**src/rtl/wdog_pkg.sv**
```systemverilog
`timescale 1ns/1ps
package wdog_pkg;

  localparam int MAX_W = 64;

  typedef enum logic [2:0] {
    SLOT_NONE,
    SLOT_RESTART,
    SLOT_ENABLE,
    SLOT_STATUS,
    SLOT_BARK,
    SLOT_BITE
  } slot_e;

  // Map a byte offset to a register slot for the selected layout.
  function automatic slot_e decode_slot(input logic [31:0] offs, input bit alt);
    slot_e s;
    s = SLOT_NONE;
    if (!alt) begin
      case (offs)
        32'h04:  s = SLOT_RESTART;
        32'h08:  s = SLOT_ENABLE;
        32'h0C:  s = SLOT_STATUS;
        32'h10:  s = SLOT_BARK;
        32'h14:  s = SLOT_BITE;
        default: s = SLOT_NONE;
      endcase
    end else begin
      case (offs)
        32'h38:  s = SLOT_RESTART;
        32'h40:  s = SLOT_ENABLE;
        32'h44:  s = SLOT_STATUS;
        32'h4C:  s = SLOT_BARK;
        32'h5C:  s = SLOT_BITE;
        default: s = SLOT_NONE;
      endcase
    end
    return s;
  endfunction

  // Threshold compare: true once the count has reached the limit.
  function automatic logic at_or_past(input logic [MAX_W-1:0] count,
                                      input logic [MAX_W-1:0] limit);
    return count >= limit;
  endfunction

endpackage

```
**src/rtl/wdog_cause.sv**
```systemverilog
`timescale 1ns/1ps
module wdog_cause (
  input  logic clk,
  input  logic por_n,
  input  logic set_i,
  input  logic clr_i,
  output logic flag_o
);

  // Only the power-on reset touches this flag; set wins over clear.
  always_ff @(posedge clk or negedge por_n) begin
    if (!por_n) begin
      flag_o <= 1'b0;
    end else if (set_i) begin
      flag_o <= 1'b1;
    end else if (clr_i) begin
      flag_o <= 1'b0;
    end
  end

endmodule

```
**src/rtl/wdog_core.sv**
```systemverilog
`timescale 1ns/1ps
module wdog_core
  import wdog_pkg::*;
#(
  parameter int CNT_W = 29,
  parameter int HOLD  = 16
) (
  input  logic             clk,
  input  logic             rst_n,
  input  logic             en_i,
  input  logic [CNT_W-1:0] bark_thr_i,
  input  logic [CNT_W-1:0] bite_thr_i,
  input  logic             restart_i,
  input  logic             disable_i,
  input  logic             en_wr_i,
  output logic [CNT_W-1:0] cnt_o,
  output logic             halted_o,
  output logic             bark_o,
  output logic             bite_o,
  output logic             bite_start_o
);

  localparam int HOLD_W = (HOLD > 1) ? $clog2(HOLD) : 1;
  localparam logic [HOLD_W-1:0] HOLD_LOAD = HOLD_W'(HOLD - 1);
  localparam logic [CNT_W-1:0]  CNT_TOP   = '1;

  logic [CNT_W-1:0]  cnt_q;
  logic [HOLD_W-1:0] hold_q;
  logic              halted_q;
  logic              bark_q;
  logic              bite_q;
  logic              running;
  logic              bark_hit;
  logic              bite_hit;

  assign running  = en_i && !halted_q;
  assign bark_hit = running && at_or_past(MAX_W'(cnt_q), MAX_W'(bark_thr_i));
  assign bite_hit = running && !bite_q && at_or_past(MAX_W'(cnt_q), MAX_W'(bite_thr_i));

  // Tick counter: restart wins, then saturating increment while running.
  always_ff @(posedge clk or negedge rst_n) begin
    if (!rst_n) begin
      cnt_q <= '0;
    end else if (restart_i) begin
      cnt_q <= '0;
    end else if (running && cnt_q != CNT_TOP) begin
      cnt_q <= cnt_q + 1'b1;
    end
  end

  // Bark level: set on reaching the threshold, cleared by restart or disable.
  always_ff @(posedge clk or negedge rst_n) begin
    if (!rst_n) begin
      bark_q <= 1'b0;
    end else if (restart_i || disable_i) begin
      bark_q <= 1'b0;
    end else if (bark_hit) begin
      bark_q <= 1'b1;
    end
  end

  // Bite pulse of HOLD cycles, then counting stays halted until an enable write.
  always_ff @(posedge clk or negedge rst_n) begin
    if (!rst_n) begin
      bite_q   <= 1'b0;
      hold_q   <= '0;
      halted_q <= 1'b0;
    end else begin
      if (bite_hit) begin
        bite_q <= 1'b1;
        hold_q <= HOLD_LOAD;
      end else if (bite_q) begin
        if (hold_q == '0) begin
          bite_q <= 1'b0;
        end else begin
          hold_q <= hold_q - 1'b1;
        end
      end
      if (bite_hit) begin
        halted_q <= 1'b1;
      end else if (en_wr_i) begin
        halted_q <= 1'b0;
      end
    end
  end

  assign cnt_o        = cnt_q;
  assign halted_o     = halted_q;
  assign bark_o       = bark_q;
  assign bite_o       = bite_q;
  assign bite_start_o = bite_hit;

endmodule

```
**src/rtl/wdog_regs.sv**
```systemverilog
`timescale 1ns/1ps
module wdog_regs
  import wdog_pkg::*;
#(
  parameter int CNT_W   = 29,
  parameter int ADDR_W  = 8,
  parameter int DATA_W  = 32,
  parameter bit ALT_MAP = 1'b0
) (
  input  logic              clk,
  input  logic              rst_n,
  input  logic              bus_sel,
  input  logic              bus_write,
  input  logic [ADDR_W-1:0] bus_addr,
  input  logic [DATA_W-1:0] bus_wdata,
  input  logic              cause_i,
  output logic              en_o,
  output logic [CNT_W-1:0]  bark_thr_o,
  output logic [CNT_W-1:0]  bite_thr_o,
  output logic              restart_o,
  output logic              disable_o,
  output logic              en_wr_o,
  output logic              cause_clr_o,
  output logic [DATA_W-1:0] bus_rdata
);

  localparam int NTHR = 2;
  localparam slot_e THR_SLOT [NTHR] = '{SLOT_BARK, SLOT_BITE};

  slot_e            slot;
  logic             wr_acc;
  logic             bit0;
  logic             en_q;
  logic [CNT_W-1:0] thr_q [NTHR];

  assign slot   = decode_slot(32'(bus_addr), ALT_MAP);
  assign wr_acc = bus_sel && bus_write;
  assign bit0   = bus_wdata[0];

  assign restart_o   = wr_acc && (slot == SLOT_RESTART) && bit0;
  assign en_wr_o     = wr_acc && (slot == SLOT_ENABLE);
  assign disable_o   = en_wr_o && !bit0;
  assign cause_clr_o = wr_acc && (slot == SLOT_STATUS) && bit0;

  always_ff @(posedge clk or negedge rst_n) begin
    if (!rst_n) begin
      en_q <= 1'b0;
    end else if (en_wr_o) begin
      en_q <= bit0;
    end
  end

  // Both thresholds share one register structure.
  for (genvar g = 0; g < NTHR; g++) begin : g_thr
    always_ff @(posedge clk or negedge rst_n) begin
      if (!rst_n) begin
        thr_q[g] <= '1;
      end else if (wr_acc && slot == THR_SLOT[g]) begin
        thr_q[g] <= bus_wdata[CNT_W-1:0];
      end
    end
  end

  assign en_o       = en_q;
  assign bark_thr_o = thr_q[0];
  assign bite_thr_o = thr_q[1];

  always_comb begin
    bus_rdata = '0;
    case (slot)
      SLOT_ENABLE: bus_rdata[0] = en_q;
      SLOT_STATUS: bus_rdata[0] = cause_i;
      SLOT_BARK:   bus_rdata    = DATA_W'(thr_q[0]);
      SLOT_BITE:   bus_rdata    = DATA_W'(thr_q[1]);
      default:     bus_rdata    = '0;
    endcase
  end

endmodule

```
**src/rtl/wdog_two_stage.sv**
```systemverilog
`timescale 1ns/1ps
module wdog_two_stage #(
  parameter int CNT_W     = 29,
  parameter int ADDR_W    = 8,
  parameter int DATA_W    = 32,
  parameter int BITE_HOLD = 16,
  parameter bit ALT_MAP   = 1'b0
) (
  input  logic              clk,
  input  logic              rst_n,
  input  logic              por_n,
  input  logic              bus_sel,
  input  logic              bus_write,
  input  logic [ADDR_W-1:0] bus_addr,
  input  logic [DATA_W-1:0] bus_wdata,
  output logic [DATA_W-1:0] bus_rdata,
  output logic              bark_irq,
  output logic              bite_req
);

  logic             en_q;
  logic [CNT_W-1:0] bark_thr;
  logic [CNT_W-1:0] bite_thr;
  logic             restart_pulse;
  logic             dis_pulse;
  logic             en_wr_pulse;
  logic             cause_clr;
  logic             cause_q;
  logic [CNT_W-1:0] cnt_q;
  logic             halted_q;
  logic             bite_start;

  wdog_regs #(
    .CNT_W  (CNT_W),
    .ADDR_W (ADDR_W),
    .DATA_W (DATA_W),
    .ALT_MAP(ALT_MAP)
  ) u_regs (
    .clk        (clk),
    .rst_n      (rst_n),
    .bus_sel    (bus_sel),
    .bus_write  (bus_write),
    .bus_addr   (bus_addr),
    .bus_wdata  (bus_wdata),
    .cause_i    (cause_q),
    .en_o       (en_q),
    .bark_thr_o (bark_thr),
    .bite_thr_o (bite_thr),
    .restart_o  (restart_pulse),
    .disable_o  (dis_pulse),
    .en_wr_o    (en_wr_pulse),
    .cause_clr_o(cause_clr),
    .bus_rdata  (bus_rdata)
  );

  wdog_core #(
    .CNT_W(CNT_W),
    .HOLD (BITE_HOLD)
  ) u_core (
    .clk         (clk),
    .rst_n       (rst_n),
    .en_i        (en_q),
    .bark_thr_i  (bark_thr),
    .bite_thr_i  (bite_thr),
    .restart_i   (restart_pulse),
    .disable_i   (dis_pulse),
    .en_wr_i     (en_wr_pulse),
    .cnt_o       (cnt_q),
    .halted_o    (halted_q),
    .bark_o      (bark_irq),
    .bite_o      (bite_req),
    .bite_start_o(bite_start)
  );

  wdog_cause u_cause (
    .clk   (clk),
    .por_n (por_n),
    .set_i (bite_start),
    .clr_i (cause_clr),
    .flag_o(cause_q)
  );

endmodule

```
**config.mk**
```make
export PLATFORM = sky130hd
export DESIGN_NAME = wdog_two_stage
export DESIGN_NICKNAME = d
export VERILOG_FILES = /design/src/rtl/wdog_pkg.sv /design/src/rtl/wdog_cause.sv /design/src/rtl/wdog_core.sv /design/src/rtl/wdog_regs.sv /design/src/rtl/wdog_two_stage.sv
export SDC_FILE = /design/constraint.sdc
export NUM_CORES = 1
export LEC_CHECK = 0
export BUFFER_PORTS_ARGS = -buffer_cell sky130_fd_sc_hd__buf_2
export CORE_MARGIN = 8
export CORE_UTILIZATION = 52
export DETAILED_ROUTE_END_ITERATION = 8
export HOLD_SLACK_MARGIN = 0.05
export PLACE_DENSITY = 0.73
export RECOVER_POWER = 50
export SETUP_SLACK_MARGIN = 0.02
export SYNTH_ARGS = -nofsm -noshare
export SYNTH_HDL_FRONTEND = slang
export SYNTH_HIERARCHICAL = 1
export SYNTH_SLANG_ARGS = --single-unit
```
**constraint.sdc**
```tcl
create_clock -name clk -period 5.53 [get_ports clk]
set_input_delay 0.2765 -clock clk [delete_from_list [all_inputs] [get_ports clk]]
set_output_delay 0.2765 -clock clk [all_outputs]
set_load 0.005 [all_outputs]
```
After elaboration in Yosys (flattened, before gate mapping)
Cells that the tools add are included.

storage, ports and cells
  register bits after elaboration = 96
  logic and storage cells = 67
  output and inout port bits = 34
  input bits = 45

cells by class
  reduce and logical (&&, ||, !) cells = 25
  magnitude comparators = 2
  add/sub/neg operators = 2
  eq/ne operators = 12
  multiplexer cells = 17

operators by type and width
  kind                   count
  $ge 29x29->1           2
  $mux 29                2
  $pmux 28 s2            1
  $add 29x1->29 const B  1
  $ne 29x29->1 const B   1
  $eq 8x4->1 const B     2
  $eq 8x5->1 const B     2
  $pmux 3 s5             1
  $logic_and 1x1->1      14
  $mux 4                 3
  $reduce_bool 2->1      5
  $mux 1                 9
  $eq 8x3->1 const B     1
  $eq 3x2->1 const B     2
  $eq 3x3->1 const B     2
  $logic_not 4->1        1
  $pmux 1 s4             1
  $sub 4x1->4 const B    1
  $eq 3x1->1 const B     1
  $logic_not 1->1        3
  $ne 2x2->1 const B     1
  $reduce_and 2->1       1
  $logic_or 1x1->1       1

Logic depth before layout (Yosys ltp)
Gate-level depths: netlist (run 1).

  word-level depth = 7
  gate-level depth with buffers = 8
  mapped depth without buffers = 8

Hierarchy
Netlist (run 1), hierarchy kept.

modules (own cells, without submodules)
  module      cells an instance  times used  area each (µm²)  sequential area each (µm²)
  wdog_core   409                1           3504.6           900.9
  wdog_regs   213                1           2935.3           1549.0
  wdog_cause  3                  1           36.3             25.0

Worst setup path before layout (run 1)
Ideal clock, no wire load.

  kind = input to register
  start = in bus_addr[2]
  end = reg u_core.cnt_q[0], in the netlist u_core/cnt_o[0]
  buffers on the path = 5
  data arrival time = 2.227 ns
  slack = 3.171 ns
  setup time = 0.132 ns
  stages = 8
  required time = 5.398 ns
  cells stage by stage = clkbuf_1 buf_2 nand2_1 nor4_1 clkbuf_1 clkbuf_1 buf_1 nor2_1

between the ends
  word-level cells in the longest chain between the ends = 6
  elaborated cells between the ends (all ways) = 11
  those cells by class = eq/ne (6); mux (2); reduce/logical (3)

ends and longest elaborated chain
  element                                       RTL line              source
  from (decl)                                   wdog_two_stage.sv:14  input logic [ADDR_W-1:0] bus_addr,
  $eq 8x5->1 (tied with other cells)            wdog_pkg.sv:20        case (offs)
  $pmux 3 s5 (*)                                wdog_pkg.sv:20
  $eq 3x1->1 (*)                                wdog_regs.sv:40       assign restart_o = wr_acc && (slot == SLOT_RESTART) && bit0;
  $logic_and 1x1->1 (*) (2 in a row)            wdog_regs.sv:40
  via restart_pulse                             wdog_two_stage.sv:24  logic restart_pulse;
  $mux 29 or $reduce_bool 2->1 (tied branches)  --
  to (signal assigned)                          wdog_core.sv:47       cnt_q <= cnt_q + 1'b1;
  to (decl)                                     wdog_core.sv:27       logic [CNT_W-1:0] cnt_q;

The timed path passes the listed nets; every way through them passes the cells marked *.
A chain may end at the register's enable or synchronous reset.

Worst setup path after layout (run 1)
  start = in bus_addr[2]
  end = reg u_regs.thr_q (netlist bit u_regs/bite_thr_o[24])

between the ends
  word-level cells in the longest chain between the ends = 4
  elaborated cells between the ends (all ways) = 8
  those cells by class = eq/ne (6); mux (1); reduce/logical (1)

ends and longest elaborated chain
  element                             RTL line         source
  $eq 8x5->1 (tied with other cells)  wdog_pkg.sv:20
  $pmux 3 s5 (*)                      wdog_pkg.sv:20
  $eq 3x3->1 (*)                      wdog_regs.sv:58  end else if (wr_acc && slot == THR_SLOT[g]) begin
  $logic_and 1x1->1 (*)               wdog_regs.sv:58
  to (signal, indexed assignment)     wdog_regs.sv:59  thr_q[g] <= bus_wdata[CNT_W-1:0];
  to (decl)                           wdog_regs.sv:34  logic [CNT_W-1:0] thr_q [NTHR];

Mark *: on every way between the ends. The rest lies on a longest branch, timed or not.

==> reports/qor.txt, run 1 <==
Status: finished, violations left
Failing checks: max-capacitance violations, max-slew violations
GRT Total Usage: 0.187
Rows: 40
Final Skew: 7.77 ps
Initial core utilization: 0.535
Cell family with most CP delay: buffers and inverters
Fin crit share: 0.645
Largest family of logic cells by synthesized area: multiplexers
DR vias/cell: 5.57
Clock root buffer: clkbuf_16
Adder-Cell Fraction of Synth Area: 0.116
Area leader, netlist: dfstp_2
Nets: 800
Asr flop ratio synth: 1.00
Cell Area, Placed: 6970 sq um
# clock sinks: 96
Number of distinct library cells after synthesis: 69
Drc violations: 0
Initial antenna violation count: 0
Leading cell type by number of instances after synthesis: inv_1
Port Buf Inserts: 72
Syn Inst Count: 625
TritonCTS Buffers: 9
CP most frequent cell: clkbuf_1
Fin crit period: 3570 ps
Post-synth EDFFs: 0
Drt first pass iters: 4
Mux contribution to synthesized area: 0.175
Vias: 4838
Worst-Skew Late Latency: 350 ps
Worst slew pin tran: 2600 ps
Area contributors post-synth: dfstp_2 24%, dfrtp_1 15%, ha_1 12%
Hold Fails Final Rpt: 0
WP data required: 5800 ps
Die area: 16300 sq um
DIE HEIGHT: 128 microns
CP Capture Type: flop
Cell area after layout: 7290 sq um
First-pass GRT wire length: 24.7 mm
Crit-path cells: clkbuf_1 > nand4_1 > clkbuf_1 > mux2_4
Setup TNS: 0 ps
Initial DRC Count: 272
Worst slew margin: -0.734
Final worst setup slack: 1960 ps
Simple-gate share of the synthesized area: 0.173
Slowest stage delay, CP: 1820 ps
DPL Wire Length: 10.8 mm
XOR/XNOR Fraction of Synth Area: 0.0149
Largest net degree at the start of global routing: 52
Number of diodes: 0
CTS max path bufs: 2
Total grt overflow: 0
Worst setup SP type: input port
Core area: 12100 sq um
Die X: 128 microns
H-tree Lvls: 3
Post-synth top cells: 68 x inv_1, 60 x ha_1, 60 x nor2_1
Yosys reg bits: 96
Final Wtd Congestion: 0.883
Ys Warns: 6
Vias in the first global route: 5202
Leak pwr: 3.18 nW
Slew Viols, Final: 112
Layout cells sized above 1: 0.323
Worst path bufs/invs: 2
Routed len/inst: 16.8 microns
Overall routed net length: 14.5 mm
Max VDD drop: 236 uV
Worst-path maximum fanout: 35
Max Clock Freq: 280 MHz
Dominant synthesized flop cell: dfstp_2
Place WS: 2940 ps
Setup-failing EPs final: 0
Cell Pwr Density: 218 nW/um^2
Critical Path AT: 3840 ps
Compound-gate portion of the synthesized area: 0.0798
Slowest-stage cell, CP: clkbuf_1
Clock slew seen by the registers of the worst setup and hold paths: 70 ps
Yosys top cell area share: 0.235
Register area share after synthesis: 0.382
Max-Cap Viols: 3
TritonCTS clock tree: done
Boundary Pins: 79
Antenna viol nets, final: 0
Syn Area/Cell: 10.4 sq um
Area Growth Syn to Fin: 12.5%
Worst Hold Class: input port to flop
Post-synthesis cell area: 6480 sq um
Critical setup path kind: input port to flop
Unrepaired setup endpoints after global routing: false
==> per-layer routing <==
metal / vias up / global-route usage / wire length [microns]
met3: 13 / 0.0499 / 606
met5: - / 0 / 0
met1: 2389 / 0.213 / 6370
li1: 2359 / - / -
met4: 0 / 0.0434 / 176
met2: 77 / 0.340 / 7390
==> registers in the layout, summed over array words and instances (netlist names) <==
register / count
u_core/hold_q: 4
u_core/halted_o: 1
u_core/bark_o: 1
u_regs/bark_thr_o: 29
u_core/bite_o: 1
u_regs/bite_thr_o: 29
u_cause/flag_o: 1
u_core/cnt_o: 29
u_regs/en_o: 1
==> cell type report <==
class | count | area (sq um)
Clock buffer | 14 | 274
Clock inverter | 2 | 37.5
Inverter | 68 | 255
Multi-Input combinational cell | 442 | 3630
Sequential cell | 96 | 2470
Timing Repair Buffer | 78 | 400
Tap cell | 168 | 210
Fill cell | 1052 | 4830
==> power by group <==
group          switching (W)  internal, W  total (W)
Sequential         0.0000254     0.000733   0.000759
Clock               0.000256     0.000388   0.000643
Combinational       0.000102    0.0000821   0.000184
==> cell usage in the layout, fill, tap and decap left out, types with 7 or more instances in the layout <==
| cell | instances |
|---|---|
| ha_1 | 60 |
| nor2_1 | 60 |
| dfrtp_1 | 38 |
| buf_2 | 69 |
| nand3_1 | 20 |
| inv_1 | 68 |
| mux2i_1 | 31 |
| clkbuf_16 | 9 |
| and4_1 | 8 |
| nor2b_1 | 10 |
| nand2_1 | 30 |
| nand4_1 | 10 |
| mux2_4 | 24 |
| or4_1 | 8 |
| mux2_2 | 40 |
| and3_1 | 7 |
| dfstp_2 | 58 |
| o21ai_0 | 11 |
| a21oi_1 | 30 |
==> through the flow <==
stage / instances / total power [W] / util / hold WS (ps)
after floorplan: 627 / 0.000885 / - / -19.1
after global placement: 850 / 0.000939 / 0.575 / 53.9
after detailed placement: 850 / 0.000952 / 0.575 / 55.4
after CTS: 868 / 0.00161 / 0.603 / 159
after global routing: 868 / 0.00166 / 0.602 / 163
final: 868 / 0.00159 / 0.602 / 170
==> final timing paths <==
path | end | depth (start not counted) | slack [ps] | start
worst max-delay path | u_regs/bite_thr_o[24]$_DFFE_PN1P_ | 4 | 1960 | bus_addr[2]
worst min-delay path | u_regs/bark_thr_o[3]$_DFFE_PN1P_ | 2 | 170 | bus_wdata[3]
worst max register to register | u_cause/flag_o$_DFFE_PN0P_ | 8 | 2940 | u_regs/bite_thr_o[3]$_DFFE_PN1P_
worst min register to register | u_cause/flag_o$_DFFE_PN0P_ | 1 | 490 | u_cause/flag_o$_DFFE_PN0P_
max in group asynchronous | u_core/cnt_o[18]$_DFFE_PN0P_ | 3 | 2090 | rst_n
min in group asynchronous | u_cause/flag_o$_DFFE_PN0P_ | 2 | 230 | por_n
==> kinds of logic (layout without fill, tap and decap cells) <==
logic type / count (synthesis) / in the layout
adder cells (fa/ha/maj): 60 / 60
buffers and inverters: 89 / 162
AND/OR/NAND/NOR: 194 / 194
AO/OA/AOI/OAI: 78 / 78
XOR/XNOR: 11 / 11
multiplexers: 96 / 96
flip-flops: 96 / 96
other: 1 / 3
==> repair_timing <==
item,4_1_cts,5_1_grt
hold buffers,2,0
gates resized for setup,0,0
buffers inserted,0,0
hold endpoints to repair,23,0
No activity file was read; power rests on OpenSTA's default activity.
==> inputs of run 2 (changes only) <==
- PLACE_DENSITY: 0.73 -> 0.75
- clock period: 5.53 -> 3.05 ns (I/O delays scaled with it)
==> run 2 against run 1 <==
Net effect:
- the run still ends with max-capacitance violations, max-slew violations left
- die area unchanged
- first-iteration DRC count grew 23%
- critical endpoint is now u_cause/flag_o$_DFFE_PN0P_
- critical path type is now flop to flop
- core utilization rose by 1.7 points
- via count grew 2.9%
- highest routed layer unchanged
- clock skew decreased by 1.5 ps
==> reports/qor.txt, run 2 (synthesized netlist as in run 1, its figures left out) <==
Status: finished, violations left
Worst setup SP type: flop
Fin crit share: 0.822
TritonCTS Buffers: 9 (unchanged)
CTS max path bufs: 2 (unchanged)
Initial core utilization: 0.535 (unchanged)
Largest net degree at the start of global routing: 76 (+46%)
Final Skew: 6.23 ps (-1.55 ps)
Setup-failing EPs final: 0 (unchanged)
TritonCTS clock tree: done
Vias: 4979 (+2.9%)
Met1 Use GR: 0.220 (+0.00721)
# clock sinks: 96 (unchanged)
Clock slew seen by the registers of the worst setup and hold paths: 70 ps (about the same)
Met3 GRT Util: 0.0433 (-0.00666)
WP data required: 3290 ps (-2510 ps)
Post-cts sizing count: 0 (unchanged)
Fin crit period: 2510 ps
Overall routed net length: 15.1 mm (+3.5%)
Routed len/inst: 16.9 microns (+0.60%)
Critical setup path kind: flop to flop
Antenna viol nets, final: 0 (unchanged)
Post-CTS setup buffer count: 0 (unchanged)
Area Growth Syn to Fin: 15.6%
M2 GR Usage: 0.349 (+0.00845)
Core area: 12100 sq um (unchanged)
Drc violations: 0 (unchanged)
Worst-Skew Late Latency: 350 ps (about the same)
Failing checks: max-capacitance violations, max-slew violations
Max VDD drop: 445 uV (+89%)
Worst Hold Class: input port to flop
Non-filler cells, final: 893 (+2.9%)
Die X: 128 microns (unchanged)
Leak pwr: 3.25 nW (+2.4%)
Initial DRC Count: 334 (+23%)
Hold Fails Final Rpt: 0 (unchanged)
Max Clock Freq: 399 MHz
Number of diodes: 0 (unchanged)
Clock root buffer: clkbuf_16
Nets: 825 (+3.1%)
DR vias/cell: 5.58 (about the same)
CP Capture Type: flop
Final Wtd Congestion: 0.849 (-3.8%)
Die area: 16300 sq um (unchanged)
First-pass GRT wire length: 25.6 mm (+3.9%)
Cell Pwr Density: 390 nW/um^2 (+79%)
Most frequent cells in the layout: 68 x buf_2, 68 x inv_1, 60 x nor2_1, 60 x ha_1, 58 x dfstp_2
Critical Path AT: 2750 ps (-1090 ps)
Setup TNS: 0 ps (unchanged)
Placed insts: 853 (+0.35%)
Rows: 40 (unchanged)
Initial antenna violation count: 0 (unchanged)
Max-Cap Viols: 1 (-2)
Total grt overflow: 0 (unchanged)
Drt first pass iters: 5 (+1)
Layout cells sized above 1: 0.302 (-0.0208)
Worst-path maximum fanout: 7 (-80%)
GRT Total Usage: 0.192 (+0.00473)
Slew Viols, Final: 76 (-32%)
H-tree Lvls: 3 (unchanged)
DIE HEIGHT: 128 microns (unchanged)
Vias in the first global route: 5430 (+4.4%)
Port Buf Inserts: 72 (unchanged)
Worst slew margin: -0.255 (+0.479)
Top Usage Layer GRT: met2
Fill cell count: 1023 (-2.8%)
Boundary Pins: 79 (unchanged)
Worst slew pin tran: 1880 ps (-718 ps)
DPL Wire Length: 10.9 mm (+1.6%)
Unrepaired setup endpoints after global routing: false
## run 2: final cells by class
cell class	count	area, sq um	share of cell area
Multi-Input combinational cell	442	3580	0.479
Clock buffer	11	264	0.0353
Clock inverter	5	52.6	0.00702
Timing Repair Buffer	103	644	0.0861
Tap cell	168	210	0.0281
Inverter	68	255	0.0341
Sequential cell	96	2470	0.331
## run 2: metrics by stage
| step | worst slack, ps | hold slack, ps | area, sq um | util | total power (W) |
|---|---|---|---|---|---|
| global route | 427 | 39.0 | 7490 | 0.618 | 0.00305 |
| finish | 543 | 39.1 | 7490 | 0.618 | 0.00292 |
| floorplan | 815 | -143 | 6480 | - | 0.00160 |
| detailed placement | 594 | -72.2 | 6990 | 0.577 | 0.00173 |
| CTS | 595 | 50.2 | 7550 | 0.623 | 0.00296 |
| global placement | 656 | -71.1 | 6990 | 0.577 | 0.00170 |
## run 2: path summary, 6_finish.rpt
path                                                         from                                end  slack, ps  cells past startpoint
worst max-delay path            u_regs/bite_thr_o[27]$_DFFE_PN1P_         u_cause/flag_o$_DFFE_PN0P_        540                      8
worst min-delay path                                bus_wdata[25]  u_regs/bark_thr_o[25]$_DFFE_PN1P_         40                      2
worst max register to register  u_regs/bite_thr_o[27]$_DFFE_PN1P_         u_cause/flag_o$_DFFE_PN0P_        540                      8
worst min register to register         u_cause/flag_o$_DFFE_PN0P_         u_cause/flag_o$_DFFE_PN0P_        510                      1
max in group asynchronous                                   rst_n  u_regs/bark_thr_o[26]$_DFFE_PN1P_        950                      3
min in group asynchronous                                   por_n         u_cause/flag_o$_DFFE_PN0P_        110                      2
## run 2: timing repair
action                                  CTS  global route
endpoints found under the setup margin    0             0
endpoints found under the hold margin    72             0
hold buffers                             24             0
## run 2: report_power, final
| group | leakage, nW | switching [W] | total (W) | internal (W) |
|---|---|---|---|---|
| clock network | 0.156 | 0.000486 | 0.00119 | 0.000703 |
| registers | 0.993 | 0.0000467 | 0.00138 | 0.00133 |
| logic | 2.10 | 0.000191 | 0.000354 | 0.000163 |
## run 2: worst max-delay path: stages (launching register included)
cell and delay, ps:
dfstp_2 550, inv_1 50, ha_1 320, a21oi_1 170, nand2_1 70, a221o_1 370
a22oi_1 580, nand2_1 120, a21o_1 180
## run 2: metal layers
metal	routed length, microns	vias to the layer above
met5	0	-
li1	-	2414
met4	209	0
met2	7670	132
met3	746	19
met1	6430	2414
==> inputs of run 3 (changes only) <==
- PLACE_DENSITY: 0.75 -> 0.73
- clock period: 3.05 -> 2.6 ns (I/O delays scaled with it)
==> run 3 against run 2 <==
Net effect:
- the run now ends clean
- first-iteration DRC count decreased by 12%
- clock power up 7%
- non-clock buffer count rose by 13
- clock skew fell by 0.65 ps
- critical endpoint is now u_core/cnt_o[8]$_DFFE_PN0P_
- highest routed layer unchanged
==> reports/qor.txt, run 3 (synthesized netlist as in run 1, its figures left out) <==
Crit-path cells: ha_1 > nand3_2 > nor4_4 > and3_1 > nor4_1 > mux2_4
TritonCTS clock tree: done
Worst Hold Class: input port to flop
WP data required: 2830 ps (-460 ps)
H-tree Lvls: 3 (unchanged)
Placed insts: 860 (+0.82%)
Worst slew pin tran: 1150 ps (-730 ps)
Worst hold slack: 81.5 ps (+42.4 ps)
GRT Total Usage: 0.191 (-0.000482)
Critical Path AT: 2570 ps (-180 ps)
Die area: 16300 sq um (unchanged)
Boundary Pins: 79 (unchanged)
Part of the power in registers: 0.488 (+0.017)
Fin util: 0.630 (+0.0117)
Psw: 0.000842 W (+16%)
Unrepaired setup endpoints after global routing: false
Initial DRC Count: 295 (-12%)
Antenna viol nets, final: 0 (unchanged)
Power Internal: 0.00247 W (+12%)
Setup-failing EPs final: 0 (unchanged)
Routed len/inst: 16.4 microns (-2.5%)
Net Sw Frac: 0.255 (+0.00680)
Vias: 4990 (+0.22%)
Overall routed net length: 14.9 mm (-1.1%)
Most common library cell in the layout ignoring fill and taps: buf_2
TritonCTS Buffers: 9 (unchanged)
Slew Viols, Final: 0 (-100%)
Logic pwr share: 0.130 (+0.009)
DR vias/cell: 5.51 (-1.2%)
DPL Wire Length: 10.9 mm (-0.43%)
Worst-Skew Late Latency: 340 ps (about the same)
Final Skew: 5.58 ps (-0.648 ps)
Initial antenna violation count: 0 (unchanged)
DIE HEIGHT: 128 microns (unchanged)
Drc violations: 0 (unchanged)
Clock root buffer: clkbuf_16
Rows: 40 (unchanged)
Hold Fails Final Rpt: 0 (unchanged)
Largest net degree at the start of global routing: 48 (-37%)
Non-filler cells, final: 906 (+1.5%)
Drt first pass iters: 5 (unchanged)
CP Capture Type: flop
Nets: 838 (+1.6%)
Worst-path maximum fanout: 12 (+5)
Slowest-stage cell, CP: and3_1
Clock slew seen by the registers of the worst setup and hold paths: 70 ps (about the same)
Clock network power share: 0.382 (-0.025)
Slowest stage delay, CP: 480 ps (-100 ps)
Layout cells sized above 1: 0.322 (+0.0204)
Final Wtd Congestion: 0.909 (+7.1%)
CTS max path bufs: 2 (unchanged)
Critical setup path kind: flop to flop
Core area: 12100 sq um (unchanged)
Max-Cap Viols: 0 (-1)
Max Clock Freq: 428 MHz (+7.2%)
Total grt overflow: 0 (unchanged)
First-pass GRT wire length: 25.5 mm (-0.35%)
# clock sinks: 96 (unchanged)
Leak pwr: 3.33 nW (+2.5%)
Area Growth Syn to Fin: 17.8%
Max VDD drop: 404 uV (-9.3%)
Most frequent cells in the layout: 69 x buf_2, 68 x inv_1, 60 x nor2_1, 60 x ha_1, 58 x dfstp_2
Port Buf Inserts: 72 (unchanged)
Fin crit period: 2340 ps (-168 ps)
Fin crit share: 0.899 (+0.0775)
Setup TNS: 0 ps (unchanged)
Worst slew margin: 0.232 (+0.487)
Die X: 128 microns (unchanged)
Worst setup SP type: flop
Cell Pwr Density: 434 nW/um^2 (+11%)
Vias in the first global route: 5378 (-0.96%)
Post-cts sizing count: 0 (unchanged)
Status: finished clean
Number of diodes: 0 (unchanged)
Initial core utilization: 0.535 (unchanged)
run 3: changes by cell type in the layout (fill, tap and decap cells not counted), sizes merged:
cell / before / now
dlygate4sd3: 24 / 30
bufinv: 1 / 0
clkbuf: 17 / 16
clkinvlp: 1 / 2
clkinv: 3 / 2
buf: 73 / 82
run 3: per-stage QoR:
stage / total power, W / worst slack (ps) / area, sq um
detailed placement: 0.00203 / 317 / 7050
CTS: 0.00334 / 297 / 7640
global route: 0.00346 / 42.8 / 7630
global placement: 0.00200 / 383 / 7050
finish: 0.00331 / 262 / 7630
floorplan: 0.00188 / 388 / 6480
run 3: power by group through the flow:
stage | Combinational, W | Clock [W] | Sequential [W]
after floorplan | 0.000261 | 0 | 0.00162
after global placement | 0.000372 | 0 | 0.00163
final | 0.000430 | 0.00127 | 0.00161
after global routing | 0.000484 | 0.00136 | 0.00162
after CTS | 0.000432 | 0.00130 | 0.00161
after detailed placement | 0.000394 | 0 | 0.00164
run 3: final cells by class:
class / count / area (sq um)
Clock inverter: 4 / 28.8
Tap cell: 168 / 210
Inverter: 68 / 255
Timing Repair Buffer: 116 / 773
Sequential cell: 96 / 2470
Multi-Input combinational cell: 442 / 3630
Fill cell: 1019 / 4480
Clock buffer: 12 / 256
run 3: worst max-delay path: cells and delay by family, from the launching register on:
family | cells | cell delay, ps
adders and majority gates | 1 | 220
DFF | 1 | 440
muxes | 1 | 310
and+or+nand+nor | 4 | 1250
run 3: repair_timing:
action                     4_1_cts  5_1_grt
setup endpoints to repair        0        0
buffers inserted                 0        0
hold endpoints to repair        77        0
hold buffers                    30        0
run 3: path summary, 6_finish.rpt:
path / cells after the start / end / startpoint / slack (ps)
max: 6 / u_core/cnt_o[8]$_DFFE_PN0P_ / u_core/cnt_o[1]$_DFFE_PN0P_ / 260
min: 2 / u_regs/bark_thr_o[0]$_DFFE_PN1P_ / bus_wdata[0] / 80
max reg2reg: 6 / u_core/cnt_o[8]$_DFFE_PN0P_ / u_core/cnt_o[1]$_DFFE_PN0P_ / 260
min reg2reg: 1 / u_cause/flag_o$_DFFE_PN0P_ / u_cause/flag_o$_DFFE_PN0P_ / 490
max in group asynchronous: 4 / u_regs/bite_thr_o[2]$_DFFE_PN1P_ / rst_n / 1000
min in group asynchronous: 2 / u_cause/flag_o$_DFFE_PN0P_ / por_n / 90
run 3: layer usage:
layer / vias to the layer above / global-route usage / part of all wire
met1: 2427 / 0.233 / 0.44
met5: - / 0 / 0
met3: 21 / 0.0437 / 0.046
met2: 109 / 0.325 / 0.49
li1: 2433 / - / -
met4: 0 / 0.0671 / 0.023
